===== config.mk =====
export PLATFORM = sky130hd
export DESIGN_NAME = xfer_resolver
export DESIGN_NICKNAME = d
export VERILOG_FILES = /design/src/rtl/xfer_pkg.sv /design/src/rtl/regcond_eval.sv /design/src/rtl/target_calc.sv /design/src/rtl/xfer_resolver.sv
export SDC_FILE = /design/constraint.sdc
export NUM_CORES = 1
export LEC_CHECK = 0
export BUFFER_PORTS_ARGS = -buffer_cell sky130_fd_sc_hd__buf_2
export CAP_MARGIN = 0
export CORE_ASPECT_RATIO = 0.75
export CORE_MARGIN = 5
export CORE_UTILIZATION = 25
export DETAILED_ROUTE_END_ITERATION = 10
export HOLD_SLACK_MARGIN = 0.12
export PLACE_DENSITY = 0.57
export SLEW_MARGIN = 20
export SYNTH_ARGS = -nofsm -noshare
export SYNTH_HDL_FRONTEND = slang
export SYNTH_SLANG_ARGS = --single-unit

===== constraint.sdc =====
create_clock -name clk -period 3.5 [get_ports clk]
set_clock_uncertainty 0.15 [all_clocks]
set_input_delay 0 -clock clk [delete_from_list [all_inputs] [get_ports clk]]
set_output_delay 0 -clock clk [all_outputs]
set_load 0.005 [all_outputs]

===== src/rtl/xfer_pkg.sv =====
package xfer_pkg;
    typedef enum logic [2:0] {
        XK_NONE  = 3'd0,
        XK_CCBR  = 3'd1,
        XK_REGBR = 3'd2,
        XK_CALL  = 3'd3,
        XK_JMPL  = 3'd4,
        XK_RET   = 3'd5,
        XK_UNU6  = 3'd6,
        XK_UNU7  = 3'd7
    } xfer_kind_e;

    localparam int unsigned COND_W = 3;
endpackage


===== src/rtl/regcond_eval.sv =====
module regcond_eval
    import xfer_pkg::*;
#(
    parameter int unsigned W = 64
) (
    input  logic [W-1:0]      val_i,
    input  logic [COND_W-1:0] code_i,
    output logic              taken_o,
    output logic              reserved_o
);
    logic is_zero;
    logic is_neg;

    assign is_zero = (val_i == '0);
    assign is_neg  = val_i[W-1];

    always_comb begin
        taken_o    = 1'b0;
        reserved_o = 1'b0;
        unique case (code_i)
            3'd1:    taken_o = is_zero;
            3'd2:    taken_o = is_zero | is_neg;
            3'd3:    taken_o = is_neg;
            3'd5:    taken_o = !is_zero;
            3'd6:    taken_o = !is_zero & !is_neg;
            3'd7:    taken_o = !is_neg;
            default: reserved_o = 1'b1;
        endcase
    end

    // a reserved code never reports a taken branch
    always_comb begin
        assert_reserved_not_taken_R2: assert (!(reserved_o && taken_o));
    end
endmodule


===== src/rtl/target_calc.sv =====
module target_calc #(
    parameter int unsigned W          = 64,
    parameter int unsigned ALIGN_BITS = 2
) (
    input  logic [W-1:0] base_i,
    input  logic [W-1:0] offs_i,
    output logic [W-1:0] target_o,
    output logic         misaligned_o
);
    assign target_o     = base_i + offs_i;
    assign misaligned_o = |target_o[ALIGN_BITS-1:0];
endmodule


===== src/rtl/xfer_resolver.sv =====
module xfer_resolver
    import xfer_pkg::*;
#(
    parameter int unsigned XLEN       = 64,
    parameter int unsigned RIDX_W     = 5,
    parameter int unsigned LINK_REG   = 15,
    parameter int unsigned ALIGN_BITS = 2
) (
    input  logic              clk,
    input  logic              rst_n,
    input  logic              in_valid_i,
    input  logic [2:0]        kind_i,
    input  logic [COND_W-1:0] cond_i,
    input  logic              cc_taken_i,
    input  logic [XLEN-1:0]   rs1_i,
    input  logic [XLEN-1:0]   opnd_i,
    input  logic [XLEN-1:0]   pc_i,
    input  logic [XLEN-1:0]   seq_nnpc_i,
    input  logic [XLEN-1:0]   disp_i,
    input  logic [RIDX_W-1:0] rd_sel_i,
    output logic              out_valid_o,
    output logic [XLEN-1:0]   nnpc_o,
    output logic              link_we_o,
    output logic [RIDX_W-1:0] link_sel_o,
    output logic [XLEN-1:0]   link_val_o,
    output logic              misalign_o,
    output logic              illegal_o
);
    localparam logic [RIDX_W-1:0] LINK_IDX = RIDX_W'(LINK_REG);

    typedef struct packed {
        logic              valid;
        logic [XLEN-1:0]   nnpc;
        logic              link_we;
        logic [RIDX_W-1:0] link_sel;
        logic [XLEN-1:0]   link_val;
        logic              misalign;
        logic              illegal;
    } res_t;

    res_t res_d, res_q;

    logic            rc_taken;
    logic            rc_reserved;
    logic [XLEN-1:0] jmp_tgt;
    logic            jmp_bad;
    logic [XLEN-1:0] rel_tgt;
    xfer_kind_e      kind;

    assign kind    = xfer_kind_e'(kind_i);
    assign rel_tgt = pc_i + disp_i;

    regcond_eval #(.W(XLEN)) u_cond (
        .val_i      (rs1_i),
        .code_i     (cond_i),
        .taken_o    (rc_taken),
        .reserved_o (rc_reserved)
    );

    target_calc #(.W(XLEN), .ALIGN_BITS(ALIGN_BITS)) u_tgt (
        .base_i       (rs1_i),
        .offs_i       (opnd_i),
        .target_o     (jmp_tgt),
        .misaligned_o (jmp_bad)
    );

    always_comb begin
        res_d          = res_q;
        res_d.valid    = in_valid_i;
        res_d.link_we  = 1'b0;
        res_d.misalign = 1'b0;
        res_d.illegal  = 1'b0;
        if (in_valid_i) begin
            res_d.nnpc = seq_nnpc_i;
            unique case (kind)
                XK_CCBR: begin
                    if (cc_taken_i) res_d.nnpc = rel_tgt;
                end
                XK_REGBR: begin
                    if (rc_reserved)   res_d.illegal = 1'b1;
                    else if (rc_taken) res_d.nnpc    = rel_tgt;
                end
                XK_CALL: begin
                    res_d.nnpc     = rel_tgt;
                    res_d.link_we  = 1'b1;
                    res_d.link_sel = LINK_IDX;
                    res_d.link_val = pc_i;
                end
                XK_JMPL, XK_RET: begin
                    if (jmp_bad) begin
                        res_d.misalign = 1'b1;
                    end else begin
                        res_d.nnpc = jmp_tgt;
                        if (kind == XK_JMPL) begin
                            res_d.link_we  = 1'b1;
                            res_d.link_sel = rd_sel_i;
                            res_d.link_val = pc_i;
                        end
                    end
                end
                default: ;
            endcase
        end
    end

    always_ff @(posedge clk) begin
        if (!rst_n) res_q <= '0;
        else        res_q <= res_d;
    end

    assign out_valid_o = res_q.valid;
    assign nnpc_o      = res_q.nnpc;
    assign link_we_o   = res_q.link_we;
    assign link_sel_o  = res_q.link_sel;
    assign link_val_o  = res_q.link_val;
    assign misalign_o  = res_q.misalign;
    assign illegal_o   = res_q.illegal;

    assert_latency_R9: assert property (@(posedge clk) disable iff (!rst_n)
        in_valid_i |=> out_valid_o);
    assert_no_spurious_R9: assert property (@(posedge clk) disable iff (!rst_n)
        !in_valid_i |=> !out_valid_o);
    assert_flags_need_valid_R9: assert property (@(posedge clk) disable iff (!rst_n)
        (link_we_o || misalign_o || illegal_o) |-> out_valid_o);
    assert_fault_no_link_R8: assert property (@(posedge clk) disable iff (!rst_n)
        misalign_o |-> (!link_we_o && nnpc_o == $past(seq_nnpc_i)));
    assert_illegal_seq_R2: assert property (@(posedge clk) disable iff (!rst_n)
        illegal_o |-> nnpc_o == $past(seq_nnpc_i));
    assert_call_link_R5: assert property (@(posedge clk) disable iff (!rst_n)
        (in_valid_i && kind_i == 3'd3) |=> (link_we_o && link_sel_o == LINK_IDX));
    assert_ret_no_link_R7: assert property (@(posedge clk) disable iff (!rst_n)
        (in_valid_i && kind_i == 3'd5) |=> !link_we_o);
endmodule


Yosys cells after proc, flatten, opt, wreduce, memory -nomap -nowiden --
Index checks and enable logic that the tools add are counted.
Word-level totals: flip-flop bits (word level) 137, input bits 335
Cells by class: $add $sub $neg 2, equal/unequal tests 13, muxes and demuxes 10, bitwise operators 2, reduce and logical (&&, ||, !) cells 11
Operators with widths (count):
- $pmux 64 s4 | 1
- $mux 64 | 3
- $pmux 70 s2 | 1
- $mux 134 | 1
- $add 64x64->64 | 2
- $mux 70 | 1
- $logic_not 64->1 | 1
- $eq 3x3->1 const B | 5
- $eq 3x2->1 const B | 4
- $eq 3x1->1 const B | 2
- $pmux 1 s6 | 1
- $reduce_and 3->1 | 2
- $reduce_or 6->1 | 1
- $ne 2x2->1 const B | 2
- $reduce_and 4->1 | 1
- $reduce_or 2->1 | 2
- $logic_not 1->1 | 2
- $mux 1 | 2
- $reduce_and 2->1 | 1
- $reduce_bool 2->1 | 1
- $and 1x1->1 | 1
- $or 1x1->1 | 1

Longest topological paths before layout --
Gate-level depths: netlist of run 1.
depth after elaboration 7, mapped depth 13, mapped depth without buffers 13

Modules after synthesis --
Synthesis of run 1 repeated with hierarchy kept, for this count alone.
Unflattened totals: cell total of the unflattened synthesis 1970, area total of the unflattened synthesis 14007.2 um^2
By module, submodules not included:
- xfer_resolver | times used 1, cells each 1357, area an instance 9850.7 um^2
- target_calc | times used 1, cells each 580, area an instance 3908.7 um^2
- regcond_eval | times used 1, cells each 33, area an instance 247.7 um^2

Worst setup path before layout of run 1 --
Ideal clock, no wire load.
path kind input-to-reg, start point input port pc_i[0], end point register res_q, in the netlist nnpc_o[38], setup time 0.123 ns, arrival 2.479 ns, data required time 3.227 ns, slack 0.748 ns, stages 13, cells stage by stage ha_1 > inv_1 > fa_1 > nand2b_1 > a21oi_1 > nor4_2 > o31ai_2 > a31oi_1 > o31ai_2 > a21oi_1 > xnor2_1 > a221oi_1 > nor2_1
On the way: cells in the longest elaborated chain, start to end 4, elaborated cells between the ends (all ways) 5, those cells by class add/sub (1); mux (4)
RTL lines:
- start, declared | line xfer_resolver.sv:17 | input logic [XLEN-1:0] pc_i,
- $add 64x64->64 (*) | line xfer_resolver.sv:51 | assign rel_tgt = pc_i + disp_i;
- $mux 64 | line xfer_resolver.sv:81 | else if (rc_taken) res_d.nnpc = rel_tgt;
- $mux 64 | line xfer_resolver.sv:80 | if (rc_reserved) res_d.illegal = 1'b1;
- $pmux 64 s4 (*) | line xfer_resolver.sv:75 | unique case (kind)
- end signal, assigned | line xfer_resolver.sv:108 | else res_q <= res_d;
- end, declared | line xfer_resolver.sv:41 | res_t res_d, res_q;
Mark *: on every way between the ends. The rest lies on a longest branch, timed or not. A chain may end at the register's enable or synchronous reset.

Worst setup path in the final report of run 1 --
start point input port opnd_i[31], end point register res_q, in the netlist nnpc_o[57]
On the way: cells in the longest elaborated chain, start to end 3
RTL lines:
- start, declared | line xfer_resolver.sv:16 | input logic [XLEN-1:0] opnd_i,
- $add 64x64->64 | line target_calc.sv:10 | assign target_o = base_i + offs_i;
- $mux 134 | line xfer_resolver.sv:90 | if (jmp_bad) begin
- $pmux 64 s4 | line xfer_resolver.sv:75
No other way between the ends. The select of a mux whose other input is x is not followed.

==> impl_metrics.env, run 1 <==
export IMPL_status="finished clean"
export IMPL_holdPathEnd="nnpc_o[48]"
export IMPL_cp_arrival_ns=3.63
export IMPL_design_area_um2=20620
export IMPL_p_leak_nw=9.063
export IMPL_rr_startpoint="nnpc_o[61]"
export IMPL_worst_setup_path_end_kind="flop"
export IMPL_syn_inst=1904
export IMPL_synthFlopType="dfxtp_1"
export IMPL_die_area_um2=59950
export IMPL_wl_per_cell_um=22.52
export IMPL_synth_area_um2=13780
export IMPL_placementRows=74
export IMPL_synth_area_leaders="dfxtp_1 (20%), ha_1 (11%), nand2_1 (7.7%)"
export IMPL_internal_power_mw=3.969
export IMPL_area_growth_synth_to_final_pct=49.65
export IMPL_worstPathRequired_ns=3.70
export IMPL_dp_cells=3061
export IMPL_async_flop_share_pct=0
export IMPL_placed_cell_area_um2=17300
export IMPL_drtPass1Iterations=5
export IMPL_clock_path_buffers=2
export IMPL_num_vias=17830
export IMPL_clkLatencyLatePin_ns=0.47
export IMPL_timing_rr_end="nnpc_o[61]"
export IMPL_cp_start_kind="primary input"
export IMPL_total_power_mw=6.576
export IMPL_p_clk_share_pct=29.0
export IMPL_die_h_um=213.3
export IMPL_setup_viol=0
export IMPL_worst_hold_path_type="in -> reg"
export IMPL_drv_slew=0
export IMPL_power_switching_mw=2.607
export IMPL_root_buffer="clkbuf_16"
export IMPL_slew_headroom_pct=28.33
export IMPL_drive_above_1_share_pct=25.06
export IMPL_final_cells=3352
export IMPL_grt_start_max_net_pins=69
export IMPL_synth_top_area_cell="dfxtp_1"
export IMPL_ioPinCount=472
export IMPL_synth_adder_area_share_pct=11.73
export IMPL_final_net_count=3076
export IMPL_vias_per_cell=5.320
export IMPL_ys_seq_elements=137
export IMPL_ys_top_cells_by_count="nand2_1 (284), a21oi_1 (196), o21ai_0 (165)"
export IMPL_r2r_cells=5
export IMPL_synth_compound_area_share_pct=35.96
export IMPL_drt_total_wl_um=75500
export IMPL_die_x_um=281.1
export IMPL_ctsHtreeMaxLevel=4
export IMPL_crit_slowest_cell="dlygate4sd3_1"
export IMPL_setup_tns_ns=0
export IMPL_cts_clk_slew_worst_paths_ns=0.07
export IMPL_antenna_found_initial=14
export IMPL_tritoncts="built"
export IMPL_synth_yosys_seq_area_share_pct=19.91
export IMPL_gr_total_overflow=0
export IMPL_synthSimpleGateAreaFrac_pct=21.02
export IMPL_ant_nets=0
export IMPL_hold_depth=5
export IMPL_synth_xor_area_share_pct=6.676
export IMPL_grt_pass1_vias=17720
export IMPL_drc_errors=0
export IMPL_max_stage_delay_ns=0.60
export IMPL_ir_worst_vdd_mv=0.2428
export IMPL_synth_top_family_by_area="compound AO/OA/AOI/OAI gates"
export IMPL_syn_nets=2367
export IMPL_synth_edf_count=0
export IMPL_fin_crit_sh_pct=97.78
export IMPL_holdCritStartpoint="opnd_i[48]"
export IMPL_hpwl_um=60320
export IMPL_switching_share_pct=39.65
export IMPL_whs_ns=0.1312
export IMPL_place_gp_congestion=0.9582
export IMPL_power_density_nw_per_um2=319.0
export IMPL_start_util_pct=25.26
export IMPL_grt_pass1_wl_um=110200
export IMPL_clock_sinks=137
export IMPL_postSynthAreaPerCell_um2=7.235
export IMPL_coreArea_um2=54530
export IMPL_hold_violations=0
export IMPL_worstPathCellList="dlygate4sd3_1 > buf_2 > ha_1 > nand2_1 > o21a_1 > o221ai_1 > a211oi_2 > buf_4 > nand3_1 > a211oi_2 > nor2b_1 > a221oi_1 > dlygate4sd3_1 > mux2i_1 > o21ai_0"
export IMPL_grt_use_total_pct=24.02
export IMPL_crit_type="in -> reg"
export IMPL_worst_pin_slew_ns=1.071
export IMPL_synth_cell_types=84
export IMPL_first_iter_violations=1227
export IMPL_r2r_slack_ns=1.86
export IMPL_cts_made_buffers=17
export IMPL_synth_top_area_share_pct=19.91
export IMPL_muxShareOfSynthArea_pct=0.3633
export IMPL_drv_cap=0
export IMPL_fin_crit_ns=3.422
export IMPL_seqPwrFrac_pct=25.9
export IMPL_io_buffers=471
export IMPL_crit_fanout=7
export IMPL_synth_most_common_cell="nand2_1"
export IMPL_pwr_share_comb_pct=45.1
export IMPL_max_freq_ghz=0.2922
export IMPL_yosysWarnings=0
export IMPL_rsz0062_at_grt="true"
## metal layers
metal / wire [um] / GRT usage, %
met5: 110 / 0
met4: 857 / 3.544
met3: 5989 / 6.122
met2: 34730 / 40.02
met1: 33810 / 32.26
## worst max-delay path: cells and delay by family
| kind | cells | cell delay, ns |
|---|---|---|
| AO/OA/AOI/OAI | 6 | 1.28 |
| adder cells (fa/ha/maj) | 1 | 0.36 |
| buffers and inverters | 4 | 1.41 |
| multiplexers | 1 | 0.17 |
| AND/OR/NAND/NOR | 3 | 0.40 |
## cell type report
type | count | area, um^2
antenna | 4 | 10.01
clock buffer | 19 | 432.9
clock inverter | 13 | 146.4
fill | 5807 | 33920
inverter | 42 | 157.7
multi-input combinational | 1612 | 10660
sequential | 137 | 2743
tap | 722 | 903.4
timing repair buffer | 803 | 5568
## per-stage QoR
stage	utilization [%]	worst slack, ns
3_3_place_gp	31.72	-0.1093
5_1_grt	37.79	-0.04916
3_5_place_dp	31.72	-0.2036
6_report	37.80	0.07784
4_1_cts	37.39	0.001751
2_1_floorplan	-	0.7483
## cell usage in the layout, fill, tap and decap left out, types with 20 or more instances in the layout
master,synthesis,final
o21bai_1,31,27
inv_1,41,41
dfxtp_1,137,137
dlygate4sd3_1,0,250
a221oi_1,51,49
o21ai_0,165,161
nand4_1,44,44
nand3_1,32,32
a21boi_0,75,75
buf_4,0,77
nor4_1,22,20
buf_2,12,469
nor2_1,123,122
xnor2_1,71,71
nor3_1,35,31
nand2_1,284,284
xor2_1,34,34
a21oi_1,196,188
a21o_1,56,56
ha_1,126,123
## what timing repair did
action / 4_1_cts / 5_1_grt
gates resized for setup: 0 / 38
setup endpoints to repair: 0 / 40
hold endpoints to repair: 137 / 0
hold buffers: 251 / 0
setup buffers: 0 / 5
## registers in the layout, summed over array words and instances, names as in the netlist
name and count:
illegal_o 1, link_we_o 1, link_sel_o 5, misalign_o 1
nnpc_o 64, link_val_o 64, out_valid_o 1
## logic make-up after synthesis
group | count (synthesis)
compound gates | 744
xor+xnor | 105
fa+ha+maj | 128
buf+inv | 155
flops | 137
mux | 5
simple gates | 630
## power by group through the flow
stage | logic (mW) | registers [mW] | clock network, mW
floorplan | 1.49 | 1.73 | 0
global placement | 2.64 | 1.73 | 0
detailed placement | 2.63 | 1.74 | 0
CTS | 2.91 | 1.70 | 1.97
global route | 3.20 | 1.71 | 2.02
finish | 2.96 | 1.70 | 1.91
## how the worst max path moves through the flow
stage / startpoint / end / slack, ns / cells past startpoint
5_1_grt: opnd_i[31] / nnpc_o[57] / -0.05 / 15
3_5_place_dp: rs1_i[1] / nnpc_o[45] / -0.20 / 13
3_3_place_gp: rs1_i[63] / nnpc_o[45] / -0.11 / 14
6_report: opnd_i[31] / nnpc_o[57] / 0.08 / 15
4_1_cts: disp_i[20] / nnpc_o[57] / 0.002 / 13
2_1_floorplan: pc_i[0] / nnpc_o[38] / 0.75 / 13
Power figures use the tool's default switching activity.
==> run 2, diff against run 1 <==
Settings changed: PLACE_DENSITY 0.57 to 0.56, SYNTH_HIERARCHICAL from default to 1.
==> run 2 against run 1 <==
Compared with the run above: combinational power decreased by 1%; final cell count increased by 1.2%; synthesized cell count increased by 3.5%; via count decreased by 2.0%; die area increased by 1.6%; critical path depth increased by 1; sequential cell count unchanged; core utilization decreased by 1.2 points; sequential power about the same; synthesized area increased by 1.7%; highest routed layer unchanged.
==> impl_metrics.env, run 2 <==
export IMPL_vias_per_cell=5.153
export IMPL_total_power_mw=6.586
export IMPL_place_gp_congestion=0.9328
export IMPL_drt_total_wl_um=70450
export IMPL_setup_viol=0
export IMPL_synth_cell_types=90
export IMPL_grt_pass1_vias=17500
export IMPL_synth_area_leaders="dfxtp_1 (20%), ha_1 (11%), nand2_1 (9.7%)"
export IMPL_rsz0062_at_grt="true"
export IMPL_worst_slack_ns=0.02545
export IMPL_yosysWarnings=6
export IMPL_cts_clk_slew_worst_paths_ns=0.07
export IMPL_worst_setup_path_end_kind="flop"
export IMPL_tritoncts="built"
export IMPL_drive_above_1_share_pct=25.91
export IMPL_fin_crit_ns=3.475
export IMPL_max_freq_ghz=0.2878
export IMPL_area_growth_synth_to_final_pct=45.86
export IMPL_drv_slew=0
export IMPL_worstPathRequired_ns=3.68
export IMPL_fillers=5907
export IMPL_cp_start_kind="primary input"
export IMPL_drc_errors=0
export IMPL_ctsHtreeMaxLevel=4
export IMPL_hpwl_um=58110
export IMPL_coreArea_um2=55740
export IMPL_crit_fanout=3
export IMPL_root_buffer="clkbuf_16"
export IMPL_final_cell_mix="buf_2 (468), nand2_1 (360), dlygate4sd3_1 (190)"
export IMPL_synth_top_area_share_pct=19.58
export IMPL_final_net_count=3105
export IMPL_drtPass1Iterations=6
export IMPL_fin_crit_sh_pct=99.27
export IMPL_die_area_um2=60910
export IMPL_drv_cap=0
export IMPL_start_util_pct=25.13
export IMPL_die_x_um=283.3
export IMPL_clkLatencyLatePin_ns=0.44
export IMPL_syn_inst=1970
export IMPL_synth_most_common_cell="nand2_1"
export IMPL_io_buffers=471
export IMPL_cp_arrival_ns=3.66
export IMPL_p_leak_nw=9.314
export IMPL_crit_type="in -> reg"
export IMPL_postSynthAreaPerCell_um2=7.110
export IMPL_ys_top_cells_by_count="nand2_1 (363), a21oi_1 (179), dfxtp_1 (137)"
export IMPL_ys_seq_elements=137
export IMPL_synth_yosys_seq_area_share_pct=19.58
export IMPL_grt_pass1_wl_um=106500
export IMPL_dp_slack_ns=-0.02916
export IMPL_synthFlopType="dfxtp_1"
export IMPL_worst_pin_slew_ns=0.7519
export IMPL_status="finished clean"
export IMPL_clock_sinks=137
export IMPL_whs_ns=0.1504
export IMPL_hold_violations=0
export IMPL_async_flop_share_pct=0
export IMPL_synth_area_um2=14010
export IMPL_cts_made_buffers=17
export IMPL_ioPinCount=472
export IMPL_wl_per_cell_um=20.77
export IMPL_grt_start_max_net_pins=77
export IMPL_placementRows=75
export IMPL_die_h_um=215.0
export IMPL_ir_worst_vdd_mv=0.2773
export IMPL_antenna_found_initial=10
export IMPL_first_iter_violations=1062
export IMPL_clock_path_buffers=2
export IMPL_worst_hold_path_type="in -> reg"
export IMPL_grt_use_total_pct=22.19
export IMPL_final_common_cell="buf_2"
export IMPL_num_vias=17480
export IMPL_power_density_nw_per_um2=322.4
export IMPL_synth_edf_count=0
export IMPL_setup_tns_ns=0
export IMPL_synth_top_area_cell="dfxtp_1"
export IMPL_ant_nets=0
export IMPL_gr_total_overflow=0
export IMPL_syn_nets=2433
export IMPL_slew_headroom_pct=49.87
[run 2: changes by cell type in the layout (fill, tap and decap cells not counted), sizes merged, moves of 12 or more]
| cell | change |
|---|---|
| a221oi | -12 |
| a21oi | -14 |
| nand2 | +80 |
| inv | +13 |
| dlygate4sd3 | -60 |
| nand4 | +12 |
| buf | +35 |
| o21ai | -20 |
| xor2 | +14 |
| a21o | +18 |
[run 2: routing by layer]
metal	vias up	GRT usage, %	wire length [um]
met5	-	0	56
met1	8263	30.08	31490
met2	659	36.39	32230
li1	8495	-	-
met4	8	4.359	1026
met3	54	5.117	5654
[run 2: cell type report]
cell class	instances	area, um^2	share of cell area, %
Multi-Input combinational cell	1652	10720	52.48
Timing Repair Buffer	778	5236	25.63
Sequential cell	137	2743	13.42
Tap cell	731	914.6	4.477
Clock buffer	20	446.7	2.186
Inverter	56	210.2	1.029
Clock inverter	12	142.6	0.6981
Antenna cell	6	15.01	0.07349
[run 2: per-stage QoR]
step / instances / utilization [%] / instance area (um^2)
6_report: 3392 / 36.65 / 20430
5_1_grt: 3388 / 36.64 / 20420
4_1_cts: 3379 / 36.24 / 20200
3_5_place_dp: 3157 / 31.78 / 17710
3_3_place_gp: 3157 / 31.78 / 17710
2_1_floorplan: 1970 / - / 14010
[run 2: worst paths after layout]
kind	startpoint	end	slack (ns)	cells after the start
hold / removal	disp_i[35]	nnpc_o[35]	0.15	5
setup reg to reg	nnpc_o[35]	nnpc_o[35]	1.89	6
hold reg to reg	link_val_o[33]	link_val_o[33]	0.31	2
setup / recovery	pc_i[0]	nnpc_o[32]	0.03	16
[run 2: cells by family after synthesis]
| logic type | after synthesis | synth area share, % |
|---|---|---|
| AOI/OAI and AO/OA | 694 | 32.99 |
| xor gates and xnor gates | 115 | 7.191 |
| adders and majority gates | 128 | 11.54 |
| buffers and inverters | 181 | 5.234 |
| DFF | 137 | 19.58 |
| muxes | 4 | 0.2859 |
| and+or+nand+nor | 711 | 23.18 |
[run 2: repair_timing]
| action | in CTS | in global routing |
|---|---|---|
| setup buffers | 0 | 7 |
| endpoints found under the hold margin | 136 | 0 |
| endpoints found under the setup margin | 0 | 21 |
| hold buffers | 190 | 0 |
| gates resized for setup | 0 | 31 |
[run 2: power by group]
part | internal (mW) | leakage (nW) | switching, mW
combinational | 1.25 | 7.92 | 1.68
clock | 1.08 | 0.274 | 0.871
sequential | 1.65 | 1.12 | 0.0589
total | 3.98 | 9.31 | 2.61
[run 2: critical path, stage by stage]
cell	delay [ns]
dlygate4sd3_1	0.52
buf_2	0.15
ha_1	0.18
inv_1	0.06
fa_1	0.37
nor2b_1	0.17
o2111ai_1	0.17
a21oi_2	0.18
a311oi_2	0.08
a21oi_2	0.34
a31oi_4	0.18
o21ai_2	0.20
xor2_1	0.12
a221oi_1	0.29
dlygate4sd3_1	0.59
nor2_1	0.04
==> run 3, diff against run 2 <==
Settings changed: ABC_CLOCK_PERIOD_IN_PS from default to 3500, CTS_BUF_LIST from default to sky130_fd_sc_hd__clkbuf_8.
==> run 3 against run 2 <==
Compared with the run above: clock power shrank 25%; worst setup slack better by 0.0062 ns; register-to-register slack got worse by 0.11 ns; cell area is 0.85% higher; critical path depth unchanged; sequential power barely moved; routed wire length increased by 0.59%; worst hold slack improved by 0.014 ns; largest power group unchanged.
==> impl_metrics.env, run 3 (synthesized netlist as in run 2, its figures left out) <==
export IMPL_crit_fanout=5
export IMPL_cts_clk_slew_worst_paths_ns=0.10
export IMPL_die_h_um=215.0
export IMPL_grt_pass1_wl_um=107400
export IMPL_slew_headroom_pct=39.17
export IMPL_dp_slack_ns=-0.02916
export IMPL_place_gp_congestion=0.9328
export IMPL_switching_share_pct=41.54
export IMPL_drc_errors=0
export IMPL_clock_path_buffers=2
export IMPL_ir_worst_vdd_mv=0.1799
export IMPL_tritoncts="built"
export IMPL_drv_slew=0
export IMPL_final_net_count=3143
export IMPL_pwr_share_comb_pct=48.4
export IMPL_start_util_pct=25.13
export IMPL_final_core_util_pct=36.97
export IMPL_vias_per_cell=5.140
export IMPL_drt_total_wl_um=70870
export IMPL_status="finished clean"
export IMPL_power_density_nw_per_um2=298.3
export IMPL_num_vias=17620
export IMPL_crit_type="in -> reg"
export IMPL_hold_violations=0
export IMPL_gr_total_overflow=0
export IMPL_antenna_found_initial=9
export IMPL_fin_crit_sh_pct=99.10
export IMPL_grt_use_total_pct=22.35
export IMPL_grt_pass1_vias=17760
export IMPL_root_buffer="clkbuf_8"
export IMPL_internal_power_mw=3.594
export IMPL_ctsHtreeMaxLevel=4
export IMPL_final_cell_mix="buf_2 (469), nand2_1 (361), dlygate4sd3_1 (233)"
export IMPL_worst_hold_path_type="in -> reg"
export IMPL_cp_arrival_ns=3.70
export IMPL_worst_pin_slew_ns=0.9070
export IMPL_setup_viol=0
export IMPL_wl_per_cell_um=20.67
export IMPL_p_clk_share_pct=23.8
export IMPL_worst_setup_path_end_kind="flop"
export IMPL_clkLatencyLatePin_ns=0.49
export IMPL_die_x_um=283.3
export IMPL_drive_above_1_share_pct=25.32
export IMPL_worst_slack_ns=0.03163
export IMPL_seqPwrFrac_pct=27.8
export IMPL_coreArea_um2=55740
export IMPL_cp_start_kind="primary input"
export IMPL_worstPathRequired_ns=3.73
export IMPL_io_buffers=471
export IMPL_grt_start_max_net_pins=77
export IMPL_hpwl_um=58110
export IMPL_drtPass1Iterations=5
export IMPL_die_area_um2=60910
export IMPL_clock_sinks=137
export IMPL_placementRows=75
export IMPL_p_leak_nw=9.402
export IMPL_area_growth_synth_to_final_pct=47.10
export IMPL_power_switching_mw=2.553
export IMPL_ant_nets=0
export IMPL_max_freq_ghz=0.2883
export IMPL_drv_cap=0
export IMPL_ioPinCount=472
export IMPL_fin_crit_ns=3.468
export IMPL_final_common_cell="buf_2"
export IMPL_cts_made_buffers=17
export IMPL_first_iter_violations=1030
run 3: changes by cell type in the layout (fill, tap and decap cells not counted), moves of 3 or more:
cell	before	now
nor4_1	14	17
clkbuf_8	1	18
buf_4	112	107
dlygate4sd3_1	190	233
clkbuf_16	17	0
ha_1	126	122
o21ai_2	4	1
ha_2	0	4
a31oi_2	3	0
run 3: final timing paths:
kind	depth (start not counted)	to	start	slack [ns]
min reg2reg	2	link_val_o[33]	link_val_o[33]	0.31
max	16	nnpc_o[32]	pc_i[0]	0.03
max reg2reg	6	nnpc_o[62]	nnpc_o[62]	1.78
min	4	link_val_o[16]	pc_i[16]	0.16
run 3: cell type report:
type | instances | area (um^2)
Fill cell | 5904 | 35140
Multi-Input combinational cell | 1652 | 10700
Timing Repair Buffer | 816 | 5623
Sequential cell | 137 | 2743
Tap cell | 731 | 914.6
Clock buffer | 18 | 247.7
Inverter | 56 | 210.2
Clock inverter | 14 | 150.1
Antenna cell | 5 | 12.51
run 3: stage by stage:
step                      std cells  power (mW)  TNS [ns]  area [um^2]  hold WS, ns
after floorplan                1970       3.265         0        14010     -0.01962
after global placement         3157       4.429         0        17710      0.07819
after detailed placement       3157       4.428  -0.04443        17710      0.08569
after CTS                      3422       6.171         0        20440       0.1204
after global routing           3425       6.537  -0.01240        20590       0.1450
final                          3429       6.147         0        20600       0.1649
run 3: worst max-delay path, stage by stage:
cell and delay [ns]:
dlygate4sd3_1 0.52, buf_2 0.15, ha_1 0.18, inv_1 0.06, fa_1 0.39, nor2b_2 0.16
o2111ai_2 0.14, a21oi_2 0.17, a311oi_2 0.08, a21oi_2 0.32, a31oi_4 0.21, o21ai_1 0.25
xor2_1 0.14, a221oi_1 0.30, dlygate4sd3_1 0.59, nor2_1 0.04
run 3: routing by layer:
layer  global-route usage (%)  wire, um  vias to the layer above
met2                    36.73     32390                      616
met1                    30.05     31810                     8364
li1                         -         -                     8569
met5                        0        56                        -
met3                    5.561      5428                       67
met4                    4.228      1188                        8
run 3: repair_timing:
action | 4_1_cts | 5_1_grt
endpoints found under the hold margin | 136 | 1
gates resized for setup | 0 | 26
setup endpoints to repair | 0 | 28
hold buffers | 233 | 1
setup buffers | 0 | 2
run 3: power groups by stage:
| stage | Sequential, mW | Combinational, mW | Clock, mW |
|---|---|---|---|
| floorplan | 1.74 | 1.53 | 0 |
| global placement | 1.74 | 2.69 | 0 |
| detailed placement | 1.74 | 2.69 | 0 |
| CTS | 1.71 | 2.94 | 1.52 |
| global route | 1.72 | 3.24 | 1.58 |
| finish | 1.71 | 2.97 | 1.47 |
